**config.mk**
```make
export PLATFORM = sky130hd
export DESIGN_NAME = idle_wake_timer
export DESIGN_NICKNAME = d
export VERILOG_FILES = /design/src/rtl/iwt_pkg.sv /design/src/rtl/iwt_prescaler.sv /design/src/rtl/iwt_downcounter.sv /design/src/rtl/iwt_tap_detect.sv /design/src/rtl/iwt_pending.sv /design/src/rtl/idle_wake_timer.sv
export SDC_FILE = /design/constraint.sdc
export NUM_CORES = 1
export LEC_CHECK = 0
export BUFFER_PORTS_ARGS = -buffer_cell sky130_fd_sc_hd__buf_2
export CORE_UTILIZATION = 45
export DETAILED_ROUTE_END_ITERATION = 7
export HOLD_SLACK_MARGIN = 0.12
export PLACE_DENSITY = 0.68
export REMOVE_ABC_BUFFERS = 1
export SETUP_SLACK_MARGIN = 0.3
export SLEW_MARGIN = 20
export SYNTH_ARGS = -nofsm -noshare
export SYNTH_HDL_FRONTEND = slang
export SYNTH_SLANG_ARGS = --single-unit
```
**constraint.sdc**
```tcl
create_clock -name clk -period 2.5 [get_ports clk]
set_input_delay 0.125 -clock clk [delete_from_list [all_inputs] [get_ports clk]]
set_output_delay 0.125 -clock clk [all_outputs]
set_load 0.01 [all_outputs]
```
**src/rtl/iwt_pkg.sv**
```systemverilog
// Package: shared constants and helpers for the idle wake timer.
// Assumes: tap positions are contiguous, starting at a chosen low bit.
package iwt_pkg;

    // Default prescale ratio (input clocks per instruction tick).
    localparam int DEF_DIV      = 10;
    // Default counter width.
    localparam int DEF_CNT_W    = 16;
    // Default lowest tap bit.
    localparam int DEF_TAP_LO   = 11;
    // Default number of distinct taps.
    localparam int DEF_NUM_TAPS = 5;
    // Default select field width.
    localparam int DEF_SEL_W    = 3;

    // Map a select code to its counter bit, clamping codes above the top tap.
    function automatic int tap_for(input int code, input int lo, input int n);
        return (code < n) ? lo + code : lo + n - 1;
    endfunction

endpackage

```
**src/rtl/iwt_prescaler.sv**
```systemverilog
// Module: divides the input clock into a one-cycle instruction tick.
// Assumes: DIV >= 2; the tick is high in the last cycle of each DIV-cycle frame.
module iwt_prescaler #(
    parameter int DIV = iwt_pkg::DEF_DIV
) (
    input  logic clk,
    input  logic rst_n,
    output logic tick
);
    localparam int PW = $clog2(DIV);
    localparam logic [PW-1:0] LAST = PW'(DIV - 1);

    logic [PW-1:0] div_q;

    assign tick = (div_q == LAST);

    // Frame counter: restarts at zero on reset and after each tick.
    always_ff @(posedge clk) begin
        if (!rst_n) begin
            div_q <= '0;
        end else if (tick) begin
            div_q <= '0;
        end else begin
            div_q <= div_q + PW'(1);
        end
    end

endmodule

```
**src/rtl/iwt_downcounter.sv**
```systemverilog
// Module: free-running down-counter advanced by the instruction tick.
// Assumes: no load or read path; reset fills it with all ones.
module iwt_downcounter #(
    parameter int CNT_W = iwt_pkg::DEF_CNT_W
) (
    input  logic             clk,
    input  logic             rst_n,
    input  logic             tick,
    output logic [CNT_W-1:0] cnt
);
    logic [CNT_W-1:0] cnt_q;

    assign cnt = cnt_q;

    // Count state: one step down per tick, wrapping through zero.
    always_ff @(posedge clk) begin
        if (!rst_n) begin
            cnt_q <= '1;
        end else if (tick) begin
            cnt_q <= cnt_q - CNT_W'(1);
        end
    end

endmodule

```
**src/rtl/iwt_tap_detect.sv**
```systemverilog
// Module: turns the wrap of the selected counter field into a registered pulse.
// Assumes: a wrap of bits [tap:0] from all zeros is the 0-to-1 step of bit tap;
//          select codes above the top tap are clamped by a generated table.
module iwt_tap_detect #(
    parameter int CNT_W    = iwt_pkg::DEF_CNT_W,
    parameter int TAP_LO   = iwt_pkg::DEF_TAP_LO,
    parameter int NUM_TAPS = iwt_pkg::DEF_NUM_TAPS,
    parameter int SEL_W    = iwt_pkg::DEF_SEL_W
) (
    input  logic             clk,
    input  logic             rst_n,
    input  logic             tick,
    input  logic [CNT_W-1:0] cnt,
    input  logic [SEL_W-1:0] sel,
    output logic             evt
);
    localparam int CODES = 2 ** SEL_W;

    logic [CODES-1:0] field_zero;
    logic             evt_q;

    // One zero-detector per select code, each bound to its clamped tap bit.
    for (genvar g = 0; g < CODES; g++) begin : g_code
        localparam int TAP = iwt_pkg::tap_for(g, TAP_LO, NUM_TAPS);
        assign field_zero[g] = (cnt[TAP:0] == '0);
    end

    assign evt = evt_q;

    // Event register: high for the one cycle after a wrapping tick.
    always_ff @(posedge clk) begin
        if (!rst_n) begin
            evt_q <= 1'b0;
        end else begin
            evt_q <= tick & field_zero[sel];
        end
    end

endmodule

```
**src/rtl/iwt_pending.sv**
```systemverilog
// Module: sticky pending flag and gated interrupt request.
// Assumes: an event and a clear on the same edge leave the flag set.
module iwt_pending (
    input  logic clk,
    input  logic rst_n,
    input  logic evt,
    input  logic clr,
    input  logic en,
    input  logic gie,
    output logic pend,
    output logic irq
);
    logic pend_q;

    assign pend = pend_q;
    assign irq  = pend_q & en & gie;

    // Pending flag: set by an event, cleared by software, set has priority.
    always_ff @(posedge clk) begin
        if (!rst_n) begin
            pend_q <= 1'b0;
        end else if (evt) begin
            pend_q <= 1'b1;
        end else if (clr) begin
            pend_q <= 1'b0;
        end
    end

endmodule

```
**src/rtl/idle_wake_timer.sv**
```systemverilog
// Module: idle wake timer top; prescaler, counter, tap detector, pending logic.
// Assumes: the port bit that the strobe clears lives outside this block.
module idle_wake_timer #(
    parameter int DIV      = iwt_pkg::DEF_DIV,
    parameter int CNT_W    = iwt_pkg::DEF_CNT_W,
    parameter int TAP_LO   = iwt_pkg::DEF_TAP_LO,
    parameter int NUM_TAPS = iwt_pkg::DEF_NUM_TAPS,
    parameter int SEL_W    = iwt_pkg::DEF_SEL_W
) (
    input  logic             clk,
    input  logic             rst_n,
    input  logic [SEL_W-1:0] period_sel,
    input  logic             tmr_en,
    input  logic             glb_en,
    input  logic             pend_clr,
    output logic             pend_o,
    output logic             irq_o,
    output logic             wake_clr_o
);
    logic             tick;
    logic [CNT_W-1:0] cnt;
    logic             evt;

    iwt_prescaler #(.DIV(DIV)) u_pre (
        .clk   (clk),
        .rst_n (rst_n),
        .tick  (tick)
    );

    iwt_downcounter #(.CNT_W(CNT_W)) u_cnt (
        .clk   (clk),
        .rst_n (rst_n),
        .tick  (tick),
        .cnt   (cnt)
    );

    iwt_tap_detect #(
        .CNT_W    (CNT_W),
        .TAP_LO   (TAP_LO),
        .NUM_TAPS (NUM_TAPS),
        .SEL_W    (SEL_W)
    ) u_tap (
        .clk   (clk),
        .rst_n (rst_n),
        .tick  (tick),
        .cnt   (cnt),
        .sel   (period_sel),
        .evt   (evt)
    );

    iwt_pending u_pnd (
        .clk   (clk),
        .rst_n (rst_n),
        .evt   (evt),
        .clr   (pend_clr),
        .en    (tmr_en),
        .gie   (glb_en),
        .pend  (pend_o),
        .irq   (irq_o)
    );

    assign wake_clr_o = evt;

endmodule

```
# Word-level counts from Yosys, hierarchy flattened
# Cells that the tools add are included.
[word_totals]
ff_bits = 22
latch_bits = 0
ramBits = 0
rom_bits = 0
out_inout_bits = 3
memories = 0
[classes]
addsub = 2
multipliers = 0
n_div = 0
order_cmp = 1
n_eq_ne = 1
shifts = 0
muxes = 4
bitwise = 4
n_reduce_logical = 7
[ops]
columns = ["operator", "n"]
rows = [
  ["$logic_not A16 Y1", 1],
  ["$sub A16 B1 Y16 const B", 1],
  ["$logic_not A15 Y1", 1],
  ["$logic_not A14 Y1", 1],
  ["$logic_not A13 Y1", 1],
  ["$logic_not A12 Y1", 1],
  ["$add A4 B1 Y4 const B", 1],
  ["$eq A4 B4 Y1 const B", 1],
  ["$lt A3 B4 Y1 const B", 1],
  ["$and A1 B1 Y1", 3],
  ["$bmux W1 S3", 1],
  ["$mux W1", 3],
  ["$reduce_bool A2 Y1", 1],
  ["$reduce_or A2 Y1", 1],
  ["$not A1 Y1", 1],
]

# Longest topological paths before layout
[logic_depth]
word_depth = 4
ltp_mapped = 7
depth_no_buf = 6

# By module
# Synthesis repeated with hierarchy kept, for this count alone.
[unflattened]
cells_unflattened = 114
area_unflattened_um2 = 1072.3
[modules_own_cells]
columns = ["module", "n_inst", "cells_per_inst", "area_each_um2", "seq_area_each_um2"]
rows = [
  ["iwt_downcounter", 1, 78, 740.7, 320.3],
  ["iwt_prescaler", 1, 20, 188.9, 80.1],
  ["iwt_tap_detect", 1, 12, 93.8, 20.0],
  ["iwt_pending", 1, 4, 48.8, 20.0],
]

# Worst setup path after synthesis
# No wires, ideal clock.
[synth_timing]
path_type = "register to register"
startpoint = "register u_cnt.cnt_q[0], in the netlist u_cnt.cnt[0]"
endpoint = "register u_cnt.cnt_q[15], in the netlist u_cnt.cnt[15]"
t_arrival_ns = 1.751
t_required_ns = 2.437
path_slack_ns = 0.687
stages_incl_launch_ff = 6
n_path_buf = 1
path_cell_list = "dfxtp_1 > or4_4 > or2_1 > buf_6 > or4_1 > nand3_1"
[synth_between]
elab_chain_cells = 1
[synth_lines]
columns = ["item", "line_no", "rtl"]
rows = [
  ["start, declared", "iwt_downcounter.sv:11", "logic [CNT_W-1:0] cnt_q;"],
  ["start signal, assigned", "iwt_downcounter.sv:20", "cnt_q <= cnt_q - CNT_W'(1);"],
  ["$sub A16 B1 Y16", "iwt_downcounter.sv:20", ""],
]
# Every way passes these cells.
# A chain may end at the register's enable or synchronous reset.

# Final worst setup path
# Same ends and word-level chain as after synthesis.

==> impl_metrics.toml <==
[timing]
tns_ps = 0
drv_slew = 0
slew-limit-headroom_pct = 77.7
min_period_over_period_pct = 74.3
rsz0062_at_grt = "no"
setup_viol = 0
max_freq_ghz = 0.539
fin_crit_ps = 1860
tightest_slew_ps = 332
fin_skew_ps = 8.15
hold_viol = 0

[drt]
wl_met3_um = 113
vias = 806
wire_per_inst_um = 11.4
dr_wl_met2_um = 764
wirelength_met1_um = 824
vias_per_cell = 5.34
top_layer_used = "met4"
wirelength_um = 1720
initialDrtViolationCount = 10
drt_pass1_iterations = 4
final_antenna_net_count = 0
route.detailed.drc = 0

[floorplan]
start_util_pct = 49.4
die_w_um = 49.1
die_height_um = 49.1
io_pins = 11
core_area_um2 = 2020
std_cell_rows = 16
die_area_um2 = 2410

[critical_path]
worst_path_largest_cell_delay_ps = 550
path_cells = "or4_4, or2_1, or4_1, nand3_1"
reg2reg_from = "u_cnt.cnt[0]$_SDFFE_PN1P_"
cp-startpoint = "u_cnt.cnt[0]$_SDFFE_PN1P_"
arrival_ps = 2110
cp_top_family = "simple AND/OR/NAND/NOR gates"
critPathCaptureType = "flop"
path_buf_inv = 0
critPathLaunchType = "flop"
cp_slowest_cell = "or4_4"
required_ps = 2750
crit_path_max_fanout = 7
crit_type = "reg -> reg"

[power]
p_leak_nw = 0.424
power_density_nw_per_um2 = 491
ir_drop_uv = 330

[yosys]
yosys.cell_types.count = 30
syn_area_um2 = 1000
synth-seq-cells = 22
synthCells = 113
syn_area_per_cell_um2 = 8.85
ys_seq_area_share_pct = 44.1
ys_warn_count = 0

[cells_and_area]
mostFrequentLayoutCell = "dfxtp_1"
ff_latch_area_um2 = 440
final_util_pct = 54.3
final_cell_mix = "dfxtp_1, nand2_1, buf_2"
antenna_cells = 0
nets = 137
fill_cells = 199
area_growth_pct = 9.89
drive_above_1_share_pct = 14.5
multi_input_area_um2 = 518

[place]
portBuffers = 10
globalplace.congestion = 0.786
dpl.hpwl_um = 1250

[global_routing]
grt_pass1_wl_um = 2990
overflow = 0
first_global_vias = 736
antenna_found_initial = 0
grt_util_all_layers_pct = 16.2
grt_max_degree = 21

[worst_hold_path]
holdCritPathClass = "in -> reg"
hold_start = "pend_clr"

[clocking]
htreeDepth = 1
cts_resized = 0
cts_buffer_depth = 2
postCtsHoldBufs = 0
root_buffer = "clkbuf_4"
path_clk_slew_ps = 120
cts_buffers = 3
cts_tree = "yes"
clkSinkCount = 22
clk_latency_ps = 300
cts_setup_buffers = 0

[run_status]
status = "completed"

[flow_run]
cap_violations = 0
-- final cells by class --
| cell class | count | share of cell area (%) |
|---|---|---|
| Inverter | 5 | 1.71 |
| Clock buffer | 3 | 2.05 |
| Tap cell | 27 | 3.08 |
| Timing Repair Buffer | 12 | 5.92 |
| Multi-Input combinational cell | 82 | 47.2 |
| Sequential cell | 22 | 40.1 |
-- state kept, by name, summed over array words and instances, names as in the netlist --
name         cells
u_cnt.cnt       16
u_tap.evt        1
u_pnd.pend       1
u_pre.div_q      4
-- metrics by stage --
stage / setup WS [ps] / total power [mW] / area [um2] / hold WS [ps] / std cells
after global placement: 710 / 0.389 / 1080 / 439 / 148
after floorplan: 746 / 0.378 / 977 / 187 / 109
after CTS: 640 / 0.548 / 1100 / 123 / 151
after detailed placement: 667 / 0.390 / 1080 / 455 / 148
final: 643 / 0.539 / 1100 / 130 / 151
after global routing: 563 / 0.559 / 1100 / 138 / 151
-- synth_stat cells, drive strengths merged --
| library cell | number | area share (%) |
|---|---|---|
| a21oi | 4 | 2.0 |
| and3 | 3 | 1.9 |
| and3b | 1 | 0.88 |
| buf | 1 | 1.1 |
| clkbuf | 3 | 1.1 |
| dfxtp | 22 | 44 |
| ha | 3 | 3.8 |
| inv | 5 | 1.9 |
| nand2 | 13 | 4.9 |
| nand3 | 7 | 3.5 |
| nand3b | 3 | 2.6 |
| nand4 | 2 | 1.3 |
| nor2 | 5 | 1.9 |
| nor2b | 2 | 1.3 |
| nor3 | 3 | 1.5 |
| nor3b | 3 | 2.3 |
| nor4 | 3 | 1.9 |
| o211ai | 2 | 1.5 |
| o21a | 1 | 0.75 |
| o21ai | 5 | 2.5 |
| o31a | 1 | 0.88 |
| o31ai | 3 | 2.3 |
| or2 | 2 | 1.3 |
| or3 | 3 | 1.9 |
| or4 | 4 | 3.4 |
| xnor2 | 5 | 4.4 |
| xor2 | 4 | 3.5 |
-- metal layers --
metal  vias to the layer above  GRT usage, %
met5                         -             0
met4                         0          7.84
met3                         2          3.43
met2                        22          27.2
met1                       352          19.5
li1                        430             -
-- report_power, final --
group | switching, mW | leakage [nW] | total (mW) | internal [mW]
combinational | 0.0124 | 0.232 | 0.0237 | 0.0113
sequential | 0.00401 | 0.178 | 0.359 | 0.355
clock | 0.101 | 0.0138 | 0.157 | 0.0561
total | 0.117 | 0.424 | 0.539 | 0.422
-- worst reg2reg max path, delay by kind of cell (launching register included) --
kind          cells  cell delay [ps]
simple gates      4             1460
flops             1              350
-- kinds of logic after synthesis --
| family | Yosys count | share of synthesized area, % |
|---|---|---|
| xor+xnor | 9 | 7.88 |
| buf+inv | 9 | 4.13 |
| compound gates | 16 | 9.89 |
| flops | 22 | 44.1 |
| simple gates | 54 | 30.3 |
| fa+ha+maj | 3 | 3.76 |
-- path summary, 6_finish.rpt --
path	endpoint	slack (ps)	depth (start not counted)
max	u_cnt.cnt[15]$_SDFFE_PN1P_	640	4
min	u_pnd.pend$_SDFFE_PN0P_	130	3
max reg2reg	u_cnt.cnt[15]$_SDFFE_PN1P_	640	4
min reg2reg	u_pnd.pend$_SDFFE_PN0P_	480	1
Power figures use the tool's default switching activity.
